--- src/rtl/chavg_pkg.sv ---
package chavg_pkg;
    localparam int CH_N = 8;

    typedef enum logic [1:0] {
        AVG_OFF  = 2'b00,
        AVG_PAIR = 2'b01,
        AVG_QUAD = 2'b10,
        AVG_OCT  = 2'b11
    } avg_mode_e;

    function automatic int lanes_active(input logic [1:0] m);
        case (m)
            2'b01:   return CH_N / 2;
            2'b10:   return CH_N / 4;
            2'b11:   return CH_N / 8;
            default: return CH_N;
        endcase
    endfunction
endpackage

--- src/rtl/chavg_group_sum.sv ---
module chavg_group_sum #(
    parameter int DATA_W = 24,
    parameter int GRP_N  = 2,
    parameter int SUM_W  = DATA_W + 3
) (
    input  logic [GRP_N*DATA_W-1:0] grp_data,
    input  logic [GRP_N-1:0]        grp_ovr,
    output logic signed [SUM_W-1:0] grp_sum,
    output logic                    grp_any_ovr
);
    always_comb begin
        logic signed [SUM_W-1:0] acc_d;
        acc_d = '0;
        for (int i = 0; i < GRP_N; i++) begin
            acc_d = acc_d + $signed({{(SUM_W-DATA_W){grp_data[i*DATA_W+DATA_W-1]}},
                                     grp_data[i*DATA_W +: DATA_W]});
        end
        grp_sum     = acc_d;
        grp_any_ovr = |grp_ovr;
    end
endmodule

--- src/rtl/chavg_scale.sv ---
module chavg_scale #(
    parameter int DATA_W = 24,
    parameter int SUM_W  = DATA_W + 3,
    parameter int SHIFT  = 1
) (
    input  logic signed [SUM_W-1:0] sum_in,
    output logic [DATA_W-1:0]       avg_out
);
    localparam int RND_W = SUM_W + 1;
    localparam longint MAX_L = (longint'(1) <<< (DATA_W - 1)) - 1;
    localparam longint MIN_L = -(longint'(1) <<< (DATA_W - 1));
    localparam logic signed [RND_W-1:0] HALF_C = RND_W'(longint'(1) <<< (SHIFT - 1));
    localparam logic signed [RND_W-1:0] MAX_C  = RND_W'(MAX_L);
    localparam logic signed [RND_W-1:0] MIN_C  = RND_W'(MIN_L);

    logic signed [RND_W-1:0] rnd_d;
    logic signed [RND_W-1:0] shf_d;

    always_comb begin
        rnd_d = $signed({sum_in[SUM_W-1], sum_in}) + HALF_C;
        shf_d = rnd_d >>> SHIFT;
        if (shf_d > MAX_C) begin
            avg_out = MAX_C[DATA_W-1:0];
        end else if (shf_d < MIN_C) begin
            avg_out = MIN_C[DATA_W-1:0];
        end else begin
            avg_out = shf_d[DATA_W-1:0];
        end
    end
endmodule

--- src/rtl/chavg_combiner.sv ---
module chavg_combiner
    import chavg_pkg::*;
#(
    parameter int DATA_W = 24
) (
    input  logic                   clk,
    input  logic                   rst,
    input  logic                   in_vld,
    input  logic [1:0]             mode,
    input  logic [CH_N*DATA_W-1:0] in_data,
    input  logic [CH_N-1:0]        in_ovr,
    output logic                   out_vld,
    output logic [CH_N*DATA_W-1:0] out_data,
    output logic [CH_N-1:0]        out_ovr
);
    localparam int SUM_W  = DATA_W + 3;
    localparam int PAIR_N = CH_N / 2;
    localparam int QUAD_N = CH_N / 4;

    typedef struct packed {
        logic                   vld;
        logic [1:0]             mode;
        logic [CH_N*DATA_W-1:0] data;
        logic [CH_N-1:0]        ovr;
    } comb_state_t;

    comb_state_t st_d, st_q;

    logic [DATA_W-1:0] pair_avg [PAIR_N];
    logic [PAIR_N-1:0] pair_ovr;
    logic [DATA_W-1:0] quad_avg [QUAD_N];
    logic [QUAD_N-1:0] quad_ovr;
    logic [DATA_W-1:0] oct_avg;
    logic              oct_ovr;

    for (genvar g = 0; g < PAIR_N; g++) begin : g_pair
        logic signed [SUM_W-1:0] s_sum;
        chavg_group_sum #(.DATA_W(DATA_W), .GRP_N(2), .SUM_W(SUM_W)) u_sum (
            .grp_data   (in_data[g*2*DATA_W +: 2*DATA_W]),
            .grp_ovr    (in_ovr[g*2 +: 2]),
            .grp_sum    (s_sum),
            .grp_any_ovr(pair_ovr[g])
        );
        chavg_scale #(.DATA_W(DATA_W), .SUM_W(SUM_W), .SHIFT(1)) u_scl (
            .sum_in (s_sum),
            .avg_out(pair_avg[g])
        );
    end

    for (genvar g = 0; g < QUAD_N; g++) begin : g_quad
        logic signed [SUM_W-1:0] s_sum;
        chavg_group_sum #(.DATA_W(DATA_W), .GRP_N(4), .SUM_W(SUM_W)) u_sum (
            .grp_data   (in_data[g*4*DATA_W +: 4*DATA_W]),
            .grp_ovr    (in_ovr[g*4 +: 4]),
            .grp_sum    (s_sum),
            .grp_any_ovr(quad_ovr[g])
        );
        chavg_scale #(.DATA_W(DATA_W), .SUM_W(SUM_W), .SHIFT(2)) u_scl (
            .sum_in (s_sum),
            .avg_out(quad_avg[g])
        );
    end

    logic signed [SUM_W-1:0] oct_sum;
    chavg_group_sum #(.DATA_W(DATA_W), .GRP_N(8), .SUM_W(SUM_W)) u_oct_sum (
        .grp_data   (in_data),
        .grp_ovr    (in_ovr),
        .grp_sum    (oct_sum),
        .grp_any_ovr(oct_ovr)
    );
    chavg_scale #(.DATA_W(DATA_W), .SUM_W(SUM_W), .SHIFT(3)) u_oct_scl (
        .sum_in (oct_sum),
        .avg_out(oct_avg)
    );

    always_comb begin
        st_d     = st_q;
        st_d.vld = 1'b0;
        if (in_vld) begin
            st_d.vld  = 1'b1;
            st_d.mode = mode;
            st_d.data = '0;
            st_d.ovr  = '0;
            case (avg_mode_e'(mode))
                AVG_PAIR: begin
                    for (int k = 0; k < PAIR_N; k++) begin
                        st_d.data[k*DATA_W +: DATA_W] = pair_avg[k];
                        st_d.ovr[k] = pair_ovr[k];
                    end
                end
                AVG_QUAD: begin
                    for (int k = 0; k < QUAD_N; k++) begin
                        st_d.data[k*DATA_W +: DATA_W] = quad_avg[k];
                        st_d.ovr[k] = quad_ovr[k];
                    end
                end
                AVG_OCT: begin
                    st_d.data[DATA_W-1:0] = oct_avg;
                    st_d.ovr[0] = oct_ovr;
                end
                default: begin
                    st_d.data = in_data;
                    st_d.ovr  = in_ovr;
                end
            endcase
        end
    end

    always_ff @(posedge clk) begin
        if (rst) begin
            st_q <= '0;
        end else begin
            st_q <= st_d;
        end
    end

    assign out_vld  = st_q.vld;
    assign out_data = st_q.data;
    assign out_ovr  = st_q.ovr;


    vld_follow_chk: assert property (@(posedge clk) disable iff (rst)
        in_vld |=> out_vld);

    vld_idle_chk: assert property (@(posedge clk) disable iff (rst)
        !in_vld |=> !out_vld);

    hold_chk: assert property (@(posedge clk) disable iff (rst)
        !in_vld |=> ($stable(out_data) && $stable(out_ovr)));

    passthru_chk: assert property (@(posedge clk) disable iff (rst)
        (in_vld && mode == AVG_OFF) |=> (out_data == $past(in_data) && out_ovr == $past(in_ovr)));

    oct_flag_chk: assert property (@(posedge clk) disable iff (rst)
        (in_vld && mode == AVG_OCT) |=> (out_ovr[0] == $past(|in_ovr)));

    for (genvar l = 0; l < CH_N; l++) begin : g_lane_chk

        idle_lane_chk: assert property (@(posedge clk) disable iff (rst)
            (l >= lanes_active(st_q.mode)) |->
                (out_data[l*DATA_W +: DATA_W] == '0 && !out_ovr[l]));
    end
endmodule

--- config.mk ---
export PLATFORM = sky130hd
export DESIGN_NAME = chavg_combiner
export DESIGN_NICKNAME = d
export VERILOG_FILES = /design/src/rtl/chavg_pkg.sv /design/src/rtl/chavg_group_sum.sv /design/src/rtl/chavg_scale.sv /design/src/rtl/chavg_combiner.sv
export SDC_FILE = /design/constraint.sdc
export NUM_CORES = 1
export LEC_CHECK = 0
export BUFFER_PORTS_ARGS = -buffer_cell sky130_fd_sc_hd__buf_4
export CORE_MARGIN = 2
export CORE_UTILIZATION = 40
export DETAILED_ROUTE_END_ITERATION = 10
export PLACE_DENSITY = 0.6
export RECOVER_POWER = 50
export SETUP_SLACK_MARGIN = 0.4
export SLEW_MARGIN = 30
export SYNTH_ARGS = -nofsm -noshare
export SYNTH_HDL_FRONTEND = slang
export SYNTH_SLANG_ARGS = --single-unit
--- constraint.sdc ---
create_clock -name clk -period 8.71 [get_ports clk]
set_input_delay 0 -clock clk [delete_from_list [all_inputs] [get_ports clk]]
set_output_delay 0 -clock clk [all_outputs]
set_load 0.02 [all_outputs]
# [Word-level counts from Yosys, hierarchy flattened]
# Index checks and enable logic that the tools add are counted.
# Widths: inputs -> output; s select.
[word_totals] register_bits=203 output_inout_bits=201 in_bits=205
[op_classes] muxes=23 add_sub_neg=19 n_lt_le_gt_ge=14 reduce_logical=9 eq_ne=3
[op_table] op="$mux 24" n=14
[op_table] op="$mux 203" n=1
[op_table] op="$pmux 24 s3" n=2
[op_table] op="$add 27x24->27" n=5
[op_table] op="$add 25x2->26 const B" n=4
[op_table] op="$add 24x24->25" n=4
[op_table] op="$gt 25x24->1 const B" n=4
[op_table] op="$lt 25x24->1 const B" n=4
[op_table] op="$mux 96" n=1
[op_table] op="$pmux 48 s2" n=1
[op_table] op="$add 27x3->28 const B" n=2
[op_table] op="$add 25x24->26" n=2
[op_table] op="$gt 26x24->1 const B" n=2
[op_table] op="$lt 26x24->1 const B" n=2
[op_table] op="$add 27x4->28 const B" n=1
[op_table] op="$add 26x24->27" n=1
[op_table] op="$gt 27x24->1 const B" n=1
[op_table] op="$lt 27x24->1 const B" n=1
[op_table] op="$reduce_or 2->1" n=5
[op_table] op="$reduce_or 4->1" n=2
[op_table] op="$reduce_or 8->1" n=1
[op_table] op="$pmux 1 s3" n=2
[op_table] op="$eq 2x2->1 const B" n=2
[op_table] op="$mux 4" n=1
[op_table] op="other kinds (3)" n=3

# [Depth between registers and ports, before layout]
# Gate-level depths: netlist of the first run.
[logic_depth] ltp_word=13 mapped_depth=42 ltp_nobuf=39

# [Hierarchy]
# Synthesis of the first run repeated with hierarchy kept, for this count alone.
[hier_totals] hier_cells=3915 area_unflattened_um2=31286.3
[modules_own_cells] mod="chavg_combiner" cells_per_inst=964 seq_area_each_um2=4023.9 instances=1 area_each_um2=8946.1
[modules_own_cells] mod="chavg_group_sum (u_oct_sum)" cells_per_inst=685 seq_area_each_um2=0.0 instances=1 area_each_um2=5614.1
[modules_own_cells] mod="chavg_scale (g_pair[0].u_scl ...)" cells_per_inst=127 seq_area_each_um2=0.0 instances=4 area_each_um2=953.4
[modules_own_cells] mod="chavg_group_sum (g_quad[0].u_sum)" cells_per_inst=366 seq_area_each_um2=0.0 instances=1 area_each_um2=2785.2
[modules_own_cells] mod="chavg_group_sum (g_quad[1].u_sum)" cells_per_inst=363 seq_area_each_um2=0.0 instances=1 area_each_um2=2743.9
[modules_own_cells] mod="chavg_group_sum (g_pair[0].u_sum ...)" cells_per_inst=177 seq_area_each_um2=0.0 instances=2 area_each_um2=1305.0
[modules_own_cells] mod="chavg_scale (g_quad[0].u_scl ...)" cells_per_inst=103 seq_area_each_um2=0.0 instances=2 area_each_um2=754.5
[modules_own_cells] mod="chavg_group_sum (g_pair[2].u_sum)" cells_per_inst=184 seq_area_each_um2=0.0 instances=1 area_each_um2=1322.5
[modules_own_cells] mod="chavg_group_sum (g_pair[1].u_sum)" cells_per_inst=183 seq_area_each_um2=0.0 instances=1 area_each_um2=1286.2
[modules_own_cells] mod="chavg_scale (u_oct_scl)" cells_per_inst=102 seq_area_each_um2=0.0 instances=1 area_each_um2=655.6

# [Least setup slack after synthesis of the first run]
# Ideal clock, no wire load.
[synth_timing] kind="input -> register" startpoint="input in_data[0]" endpoint="register st_q, in the netlist out_data[17]" cell_stages=36 path_buffers=1 t_arrival_ns=8.334 slack_ns=0.259 path_cell_list="ha_1 -> inv_1 -> fa_1 -> nand2b_1 -> a21oi_1 -> o31ai_1 -> o311a_1 -> o21ai_1 -> xor2_1 -> ha_1 -> a21o_1 -> a21o_1 -> a21o_1 -> a211oi_1 -> xnor2_1 -> ha_1 -> clkbuf_1 -> nand2_1 -> nor2_1 -> a211oi_1 -> o21ai_0 -> a211oi_1 -> fa_1 -> ha_1 -> nand2_1 -> nor2_1 -> a21o_1 -> o21a_1 -> o31a_1 -> o31a_1 -> or3_1 -> nand2_1 -> mux2i_1 -> o221ai_2 -> or3_1 -> a22o_1"
[synth_between] elab_chain_cells=12
[synth_rtl] item="start: declaration" line="chavg_combiner.sv:10" rtl="input logic [CH_N*DATA_W-1:0] in_data,"
[synth_rtl] item="$add 24x24->25 (*)" line="chavg_group_sum.sv:15" rtl="acc_d = acc_d + $signed({{(SUM_W-DATA_W){grp_data[i*DATA_W+DATA_W-1]}},"
[synth_rtl] item="$add 25x24->26" line="chavg_group_sum.sv:15"
[synth_rtl] item="$add 27x24->27 (5 in series)" line="chavg_group_sum.sv:15"
[synth_rtl] item="$add 27x4->28" line="chavg_scale.sv:20" rtl="rnd_d = $signed({sum_in[SUM_W-1], sum_in}) + HALF_C;"
[synth_rtl] item="$lt 25x24->1" line="chavg_scale.sv:24" rtl="end else if (shf_d < MIN_C) begin"
[synth_rtl] item="$mux 24" line="chavg_scale.sv:24"
[synth_rtl] item="$mux 24" line="chavg_scale.sv:22" rtl="if (shf_d > MAX_C) begin"
[synth_rtl] item="$pmux 24 s3 (*)" line="chavg_combiner.sv:84" rtl="case (avg_mode_e'(mode))"
[synth_rtl] item="end signal: assignment" line="chavg_combiner.sv:113" rtl="st_q <= st_d;"
[synth_rtl] item="end: declaration" line="chavg_combiner.sv:27" rtl="comb_state_t st_d, st_q;"
# Mark *: on every way between the ends. The rest lies on a longest branch, timed or not.
# A chain may end at the register's enable or synchronous reset.

# [Final worst setup path of the first run]
[layout_timing] startpoint="input in_data[24]" endpoint="register st_q, in the netlist out_data[11]"
# Same word-level chain as after synthesis.

==> results of run 1 <==
-- final cells by class --
class	count	area [µm²]
Inverter	154	581
Sequential cell	201	4020
Timing Repair Buffer	802	5870
Tap cell	790	988
Clock inverter	12	156
Antenna cell	3	7.51
Fill cell	6132	29000
Multi-Input combinational cell	2771	20000
Clock buffer	36	729
-- metal layers --
metal | part of all wire | track usage | wire, µm | up-vias
li1 | - | - | - | 13393
met1 | 0.42 | 0.480 | 49700 | 13648
met2 | 0.43 | 0.562 | 51500 | 1512
met3 | 0.093 | 0.0605 | 11200 | 296
met4 | 0.061 | 0.176 | 7280 | 4
met5 | 0.00018 | 0 | 21 | -
-- state kept, by name, summed over array words and instances (netlist names) --
signal / flops
out_ovr: 8
out_vld: 1
out_data: 192
-- tightest hold or removal path: stages --
cell and delay (ns):
buf_4 0.14, a22oi_1 0.15, a211oi_1 0.25
-- worst paths after layout --
check / slack [ns] / depth (start not counted) / end / from
worst max-delay path: 0.63 / 35 / out_data[11]$_SDFFE_PP0P_ / in_data[24]
worst min-delay path: 0.01 / 3 / out_data[56]$_SDFFE_PP0P_ / in_data[56]
worst max register to register: 7.19 / 3 / out_data[62]$_SDFFE_PP0P_ / out_data[62]$_SDFFE_PP0P_
worst min register to register: 0.46 / 2 / out_data[163]$_SDFFE_PP0P_ / out_data[163]$_SDFFE_PP0P_
-- report_power, final --
group	switching [µW]	internal, µW
logic	6840	5010
registers	75.0	1010
clock network	483	677
-- cells in the final DEF (no fill, tap or decap), types with 19 or more instances in the layout --
cell type | netlist | routed
a311oi_1 | 39 | 38
nand4_1 | 37 | 37
and4_1 | 19 | 19
dfxtp_1 | 201 | 201
nor2_1 | 261 | 256
a211oi_1 | 65 | 57
clkbuf_16 | 0 | 28
a22oi_1 | 27 | 26
and2_1 | 21 | 21
o21ai_0 | 156 | 153
nand2b_1 | 40 | 39
xor2_1 | 90 | 83
o21bai_1 | 19 | 19
clkbuf_1 | 127 | 208
inv_1 | 152 | 149
or3_1 | 28 | 28
o211ai_1 | 34 | 34
and3_1 | 43 | 43
a21oi_1 | 292 | 277
ha_1 | 233 | 220
buf_4 | 1 | 390
nor3_1 | 101 | 96
nand2_1 | 320 | 320
xnor2_1 | 160 | 155
fa_1 | 80 | 79
nand3_1 | 177 | 177
or2_2 | 22 | 22
dlygate4sd3_1 | 0 | 203
nor2b_1 | 37 | 36
a21o_1 | 81 | 81
nor4_1 | 26 | 25
o21a_1 | 48 | 48
-- metrics by stage --
stage	instance area (µm²)	hold WS, ns
finish	32400	0.0117
detailed placement	29600	0.301
floorplan	24700	0.141
CTS	32500	0.00161
global placement	29600	0.298
global route	32400	0.00718
-- what timing repair did --
item	4_1_cts	5_1_grt
buffers inserted	0	16
hold buffers	203	0
gates resized for setup	0	95
endpoints found under the hold margin	200	0
endpoints found under the setup margin	0	48
-- kinds of logic after synthesis --
family	count (synthesis)
compound gates	996
flops	201
xor+xnor	251
fa+ha+maj	313
simple gates	1199
buf+inv	299
mux	12
==> impl_metrics.py, run 1 <==
metrics = {
    "placed_design": {
        "place.port_buffers": 405,
        "dp.cells": 4498,
        "detailedPlace.worstSlack_ns": 0.0839,
        "place_hpwl_um": 96000,
        "gp_congestion": 0.998,
    },
    "sta": {
        "max_slew.worst_pin.slew_ns": 0.992,
        "timing.slew.headroom": 0.335,
        "max_slew_vio_count": 0,
        "timing.final.setup_violations": 0,
        "finalHoldViolations": 0,
        "final.period_utilization": 0.927,
        "final.min_clock_period_ns": 8.08,
        "final_critical_path_setup_slack_ns": 0.632,
        "tns_ns": 0,
        "unrepaired_setup_endpoints_after_global_routing": "no",
        "achievable-frequency_ghz": 0.124,
        "worst_clock_skew_ns": 0,
    },
    "drt": {
        "drt-pass1-iter-count": 6,
        "drt-total-wl_um": 120000,
        "count_of_nets_left_with_antenna_violations_after_detail_routing": 0,
        "overall_via_count_from_detail_route": 28853,
        "drc": 0,
        "routedWlPerCell_um": 25.1,
        "drt_iter0_drc": 2766,
        "routed_via_density": 6.05,
    },
    "floorplan": {
        "die_area_um2": 63700,
        "core_area_um2": 61400,
        "io-pin-count": 406,
        "floorplan.initialDensity": 0.402,
        "fp-row-count": 91,
        "die_h_um": 252,
        "floorplan.die.width_um": 252,
    },
    "cts": {
        "tritoncts": "done",
        "path_clk_slew_ns": 0.06,
        "ctsLongestPathBuffers": 3,
        "cts_made_buffers": 27,
        "numClockSinks": 201,
        "worstSkewPairLatency_ns": 0.58,
        "clock_tree.root_cell": "clkbuf_16",
        "cts_max_level": 1,
    },
    "finish": {
        "postLayoutCoreUtil": 0.528,
        "final-instance-count-excl-fill": 4769,
        "area_delta_synth_final_pct": 31.4,
        "fraction_of_layout_cells_with_a_size_suffix_above_1": 0.149,
        "finalNetCount": 4475,
    },
    "synth": {
        "syn-instance-count": 3271,
        "ys_top_cells_by_area": "dfxtp_1 16%, ha_1 12%, fa_1 6.5%",
        "synthesis.area_per_instance_um2": 7.54,
        "synthAdderAreaFrac": 0.183,
        "post_synth_and_or_nand_nor_area_fraction": 0.240,
        "synthArstFlopShare": 0,
        "yosys_most_used_dff": "dfxtp_1",
        "synth.top_cells.by_count": "320 x nand2_1, 292 x a21oi_1, 261 x nor2_1",
        "syn-cell-area_um2": 24700,
        "synth-seq-area-share": 0.163,
        "synth_enable_flop_cells": 0,
        "synth_cell_types": 106,
        "synthesis_stage_register_bit_count": 201,
        "yosysMostFrequentCell": "nand2_1",
        "share_of_synthesized_area_spent_on_multiplexers": 0.00492,
        "synth_largest_area_cell": "dfxtp_1",
        "share_of_the_synthesized_area_in_the_top_cell_type": 0.163,
        "synthesis.yosys.warnings": 0,
        "postSynthNetCount": 3789,
        "post_synth_xor_area_fraction": 0.0894,
        "synth_top_family_by_area": "compound AO/OA/AOI/OAI gates",
        "synth_compound_area_frac": 0.273,
    },
    "global_route": {
        "antenna_found_initial": 6,
        "grt_max_degree": 153,
        "groute.usage.overall": 0.360,
        "grt_pass1_vias": 26852,
        "wire_length_of_the_first_global_routing_pass_um": 172000,
        "overflow": 0,
    },
    "critical_path": {
        "worst-path-buf-inv": 7,
        "crit_slowest_cell": "xor2_1",
        "path_max_fanout": 9,
        "critical_path_class": "in2reg",
        "cp_peak_stage_delay_ns": 0.69,
        "crit_path_start_kind": "input port",
        "timing.critical_path.to_type": "register",
        "required_ns": 9.18,
        "critical_path.most_common_cell": "inv_1",
        "worstPathArrival_ns": 8.54,
        "worst_path_dominant_cell_family": "compound AO/OA/AOI/OAI gates",
    },
    "power": {
        "report.power.total_uw": 14100,
        "p_leak_uw": 0.0133,
        "power.density_nw_per_um2": 435,
        "max-vdd-ir-drop_v": 0.000485,
    },
    "hold_path": {
        "hold_path_class": "in2reg",
    },
    "run_status": {
        "status": "completed",
    },
    "job": {
        "drv_cap": 0,
    },
}
No activity file was read; power rests on OpenSTA's default activity.
==> inputs of run 2 (changes only) <==
REMOVE_ABC_BUFFERS = 1   (was default)
==> run 2 against run 1 <==
  * The run now ends with hold timing left
  * Critical path type unchanged
  * Total power hardly changed
  * First-iteration DRC count shrank 13%
  * Register-to-register slack better by 0.21 ns
  * Clock-buffer cell count grew 1
  * Clock skew is the same
  * Non-clock buffer count up 131
==> impl_metrics.py, run 2 (synthesized netlist as in run 1, its figures left out) <==
metrics = {
    "cts": {
        "path_clk_slew_ns": 0.06,
        "cts_made_buffers": 27,
        "worstSkewPairLatency_ns": 0.59,
        "tritoncts": "done",
        "clock_tree.root_cell": "clkbuf_16",
        "numClockSinks": 201,
        "ctsLongestPathBuffers": 3,
        "cts_max_level": 1,
    },
    "sta": {
        "finalHoldViolations": 1,
        "unrepaired_setup_endpoints_after_global_routing": "no",
        "final.min_clock_period_ns": 8.06,
        "tns_ns": 0,
        "final.period_utilization": 0.926,
        "timing.final.setup_violations": 0,
        "worst_clock_skew_ns": 0,
        "timing.slew.headroom": 0.378,
        "max_slew_vio_count": 0,
        "achievable-frequency_ghz": 0.124,
        "max_slew.worst_pin.slew_ns": 0.920,
        "holdWs_ns": -0.00781,
    },
    "finish": {
        "multiInputGateArea_um2": 20100,
        "area_delta_synth_final_pct": 36.3,
        "finalNetCount": 4606,
        "fraction_of_layout_cells_with_a_size_suffix_above_1": 0.162,
        "mostFrequentLayoutCells": "450 x buf_4, 320 x nand2_1, 277 x a21oi_1",
        "fillCellCount": 6035,
        "postLayoutCoreUtil": 0.548,
        "largest_register_ff_count": 192,
        "finalInstanceArea_um2": 33600,
        "final-seq-area_um2": 4020,
        "final_common_cell": "buf_4",
    },
    "critical_path": {
        "critical_path_class": "in2reg",
        "worst-path-buf-inv": 7,
        "worst_path_dominant_cell_family": "compound AO/OA/AOI/OAI gates",
        "crit_slowest_cell": "dlygate4sd3_1",
        "crit_path_start_kind": "input port",
        "cp_peak_stage_delay_ns": 0.56,
        "required_ns": 9.19,
        "path_max_fanout": 6,
        "critical_path.most_common_cell": "buf_4",
        "worstPathArrival_ns": 8.54,
        "timing.critical_path.to_type": "register",
    },
    "global_route": {
        "antenna_found_initial": 1,
        "groute.usage.overall": 0.334,
        "wire_length_of_the_first_global_routing_pass_um": 164000,
        "grt_max_degree": 83,
        "overflow": 0,
        "grt_pass1_vias": 27732,
    },
    "drt": {
        "overall_via_count_from_detail_route": 28867,
        "drc": 0,
        "count_of_nets_left_with_antenna_violations_after_detail_routing": 0,
        "drt-pass1-iter-count": 6,
        "drt-total-wl_um": 111000,
        "drt_iter0_drc": 2400,
        "routedWlPerCell_um": 22.6,
        "routed_via_density": 5.89,
    },
    "floorplan": {
        "fp-row-count": 91,
        "floorplan.initialDensity": 0.402,
        "floorplan.die.width_um": 252,
        "die_h_um": 252,
        "die_area_um2": 63700,
        "core_area_um2": 61400,
        "io-pin-count": 406,
    },
    "run_status": {
        "status": "finished, violations left",
        "failed_checks": "hold timing",
    },
    "power": {
        "power.density_nw_per_um2": 419,
        "max-vdd-ir-drop_v": 0.000466,
        "p_leak_uw": 0.0140,
    },
    "placed_design": {
        "placement.cell_area_um2": 29900,
        "place.port_buffers": 405,
        "gp_congestion": 0.992,
        "place_hpwl_um": 86100,
    },
    "job": {
        "drv_cap": 0,
    },
    "hold_path": {
        "hold_path_class": "in2reg",
    },
}
## run 2: cell type report
class                      count  share of cell area
sequential                   201               0.120
inverter                     154              0.0173
multi-input combinational   2771               0.599
clock inverter                10             0.00354
timing repair buffer         933               0.208
tap                          790              0.0294
clock buffer                  37              0.0227
antenna                        2            0.000149
## run 2: tightest hold or removal path, stage by stage
cell and delay (ns):
dlymetal6s4s_1 0.18, buf_6 0.12, o21ai_0 0.10, o21ai_0 0.15
## run 2: final timing paths
kind / start / to / slack [ns] / depth (start not counted)
worst max-delay path: in_data[10] / out_data[11]$_SDFFE_PP0P_ / 0.65 / 39
worst min-delay path: in_data[9] / out_data[9]$_SDFFE_PP0P_ / -0.008 / 4
worst max register to register: out_data[86]$_SDFFE_PP0P_ / out_data[86]$_SDFFE_PP0P_ / 7.40 / 3
worst min register to register: out_data[161]$_SDFFE_PP0P_ / out_data[161]$_SDFFE_PP0P_ / 0.45 / 2
## run 2: report_power, final
part,internal (µW),switching (µW)
clock,669,501
sequential,1010,64.6
combinational,5120,6730
total,6800,7300
## run 2: metal layers
layer / global-route usage / vias to the layer above / wire length [µm]
met1: 0.450 / 13745 / 48300
met4: 0.121 / 0 / 4480
met3: 0.0424 / 221 / 8210
met5: 0 / - / 0
met2: 0.548 / 1234 / 49800
li1: - / 13667 / -
## run 2: repair_timing
| action | 4_1_cts | 5_1_grt |
|---|---|---|
| resized for setup | 0 | 112 |
| endpoints found under the hold margin | 195 | 0 |
| buffers inserted | 0 | 29 |
| endpoints found under the setup margin | 0 | 43 |
| hold buffers | 275 | 0 |
## run 2: metrics by stage
stage          total power [µW]  hold WS, ns  worst slack [ns]  instances
2_1_floorplan              7800       0.0691             0.232       3126
3_5_place_dp              12300        0.292            0.0319       4544
6_report                  14100     -0.00781             0.647       4898
4_1_cts                   13600      0.00305             0.449       4866
3_3_place_gp              12400        0.296             0.114       4544
5_1_grt                   15100       0.0511             0.360       4896
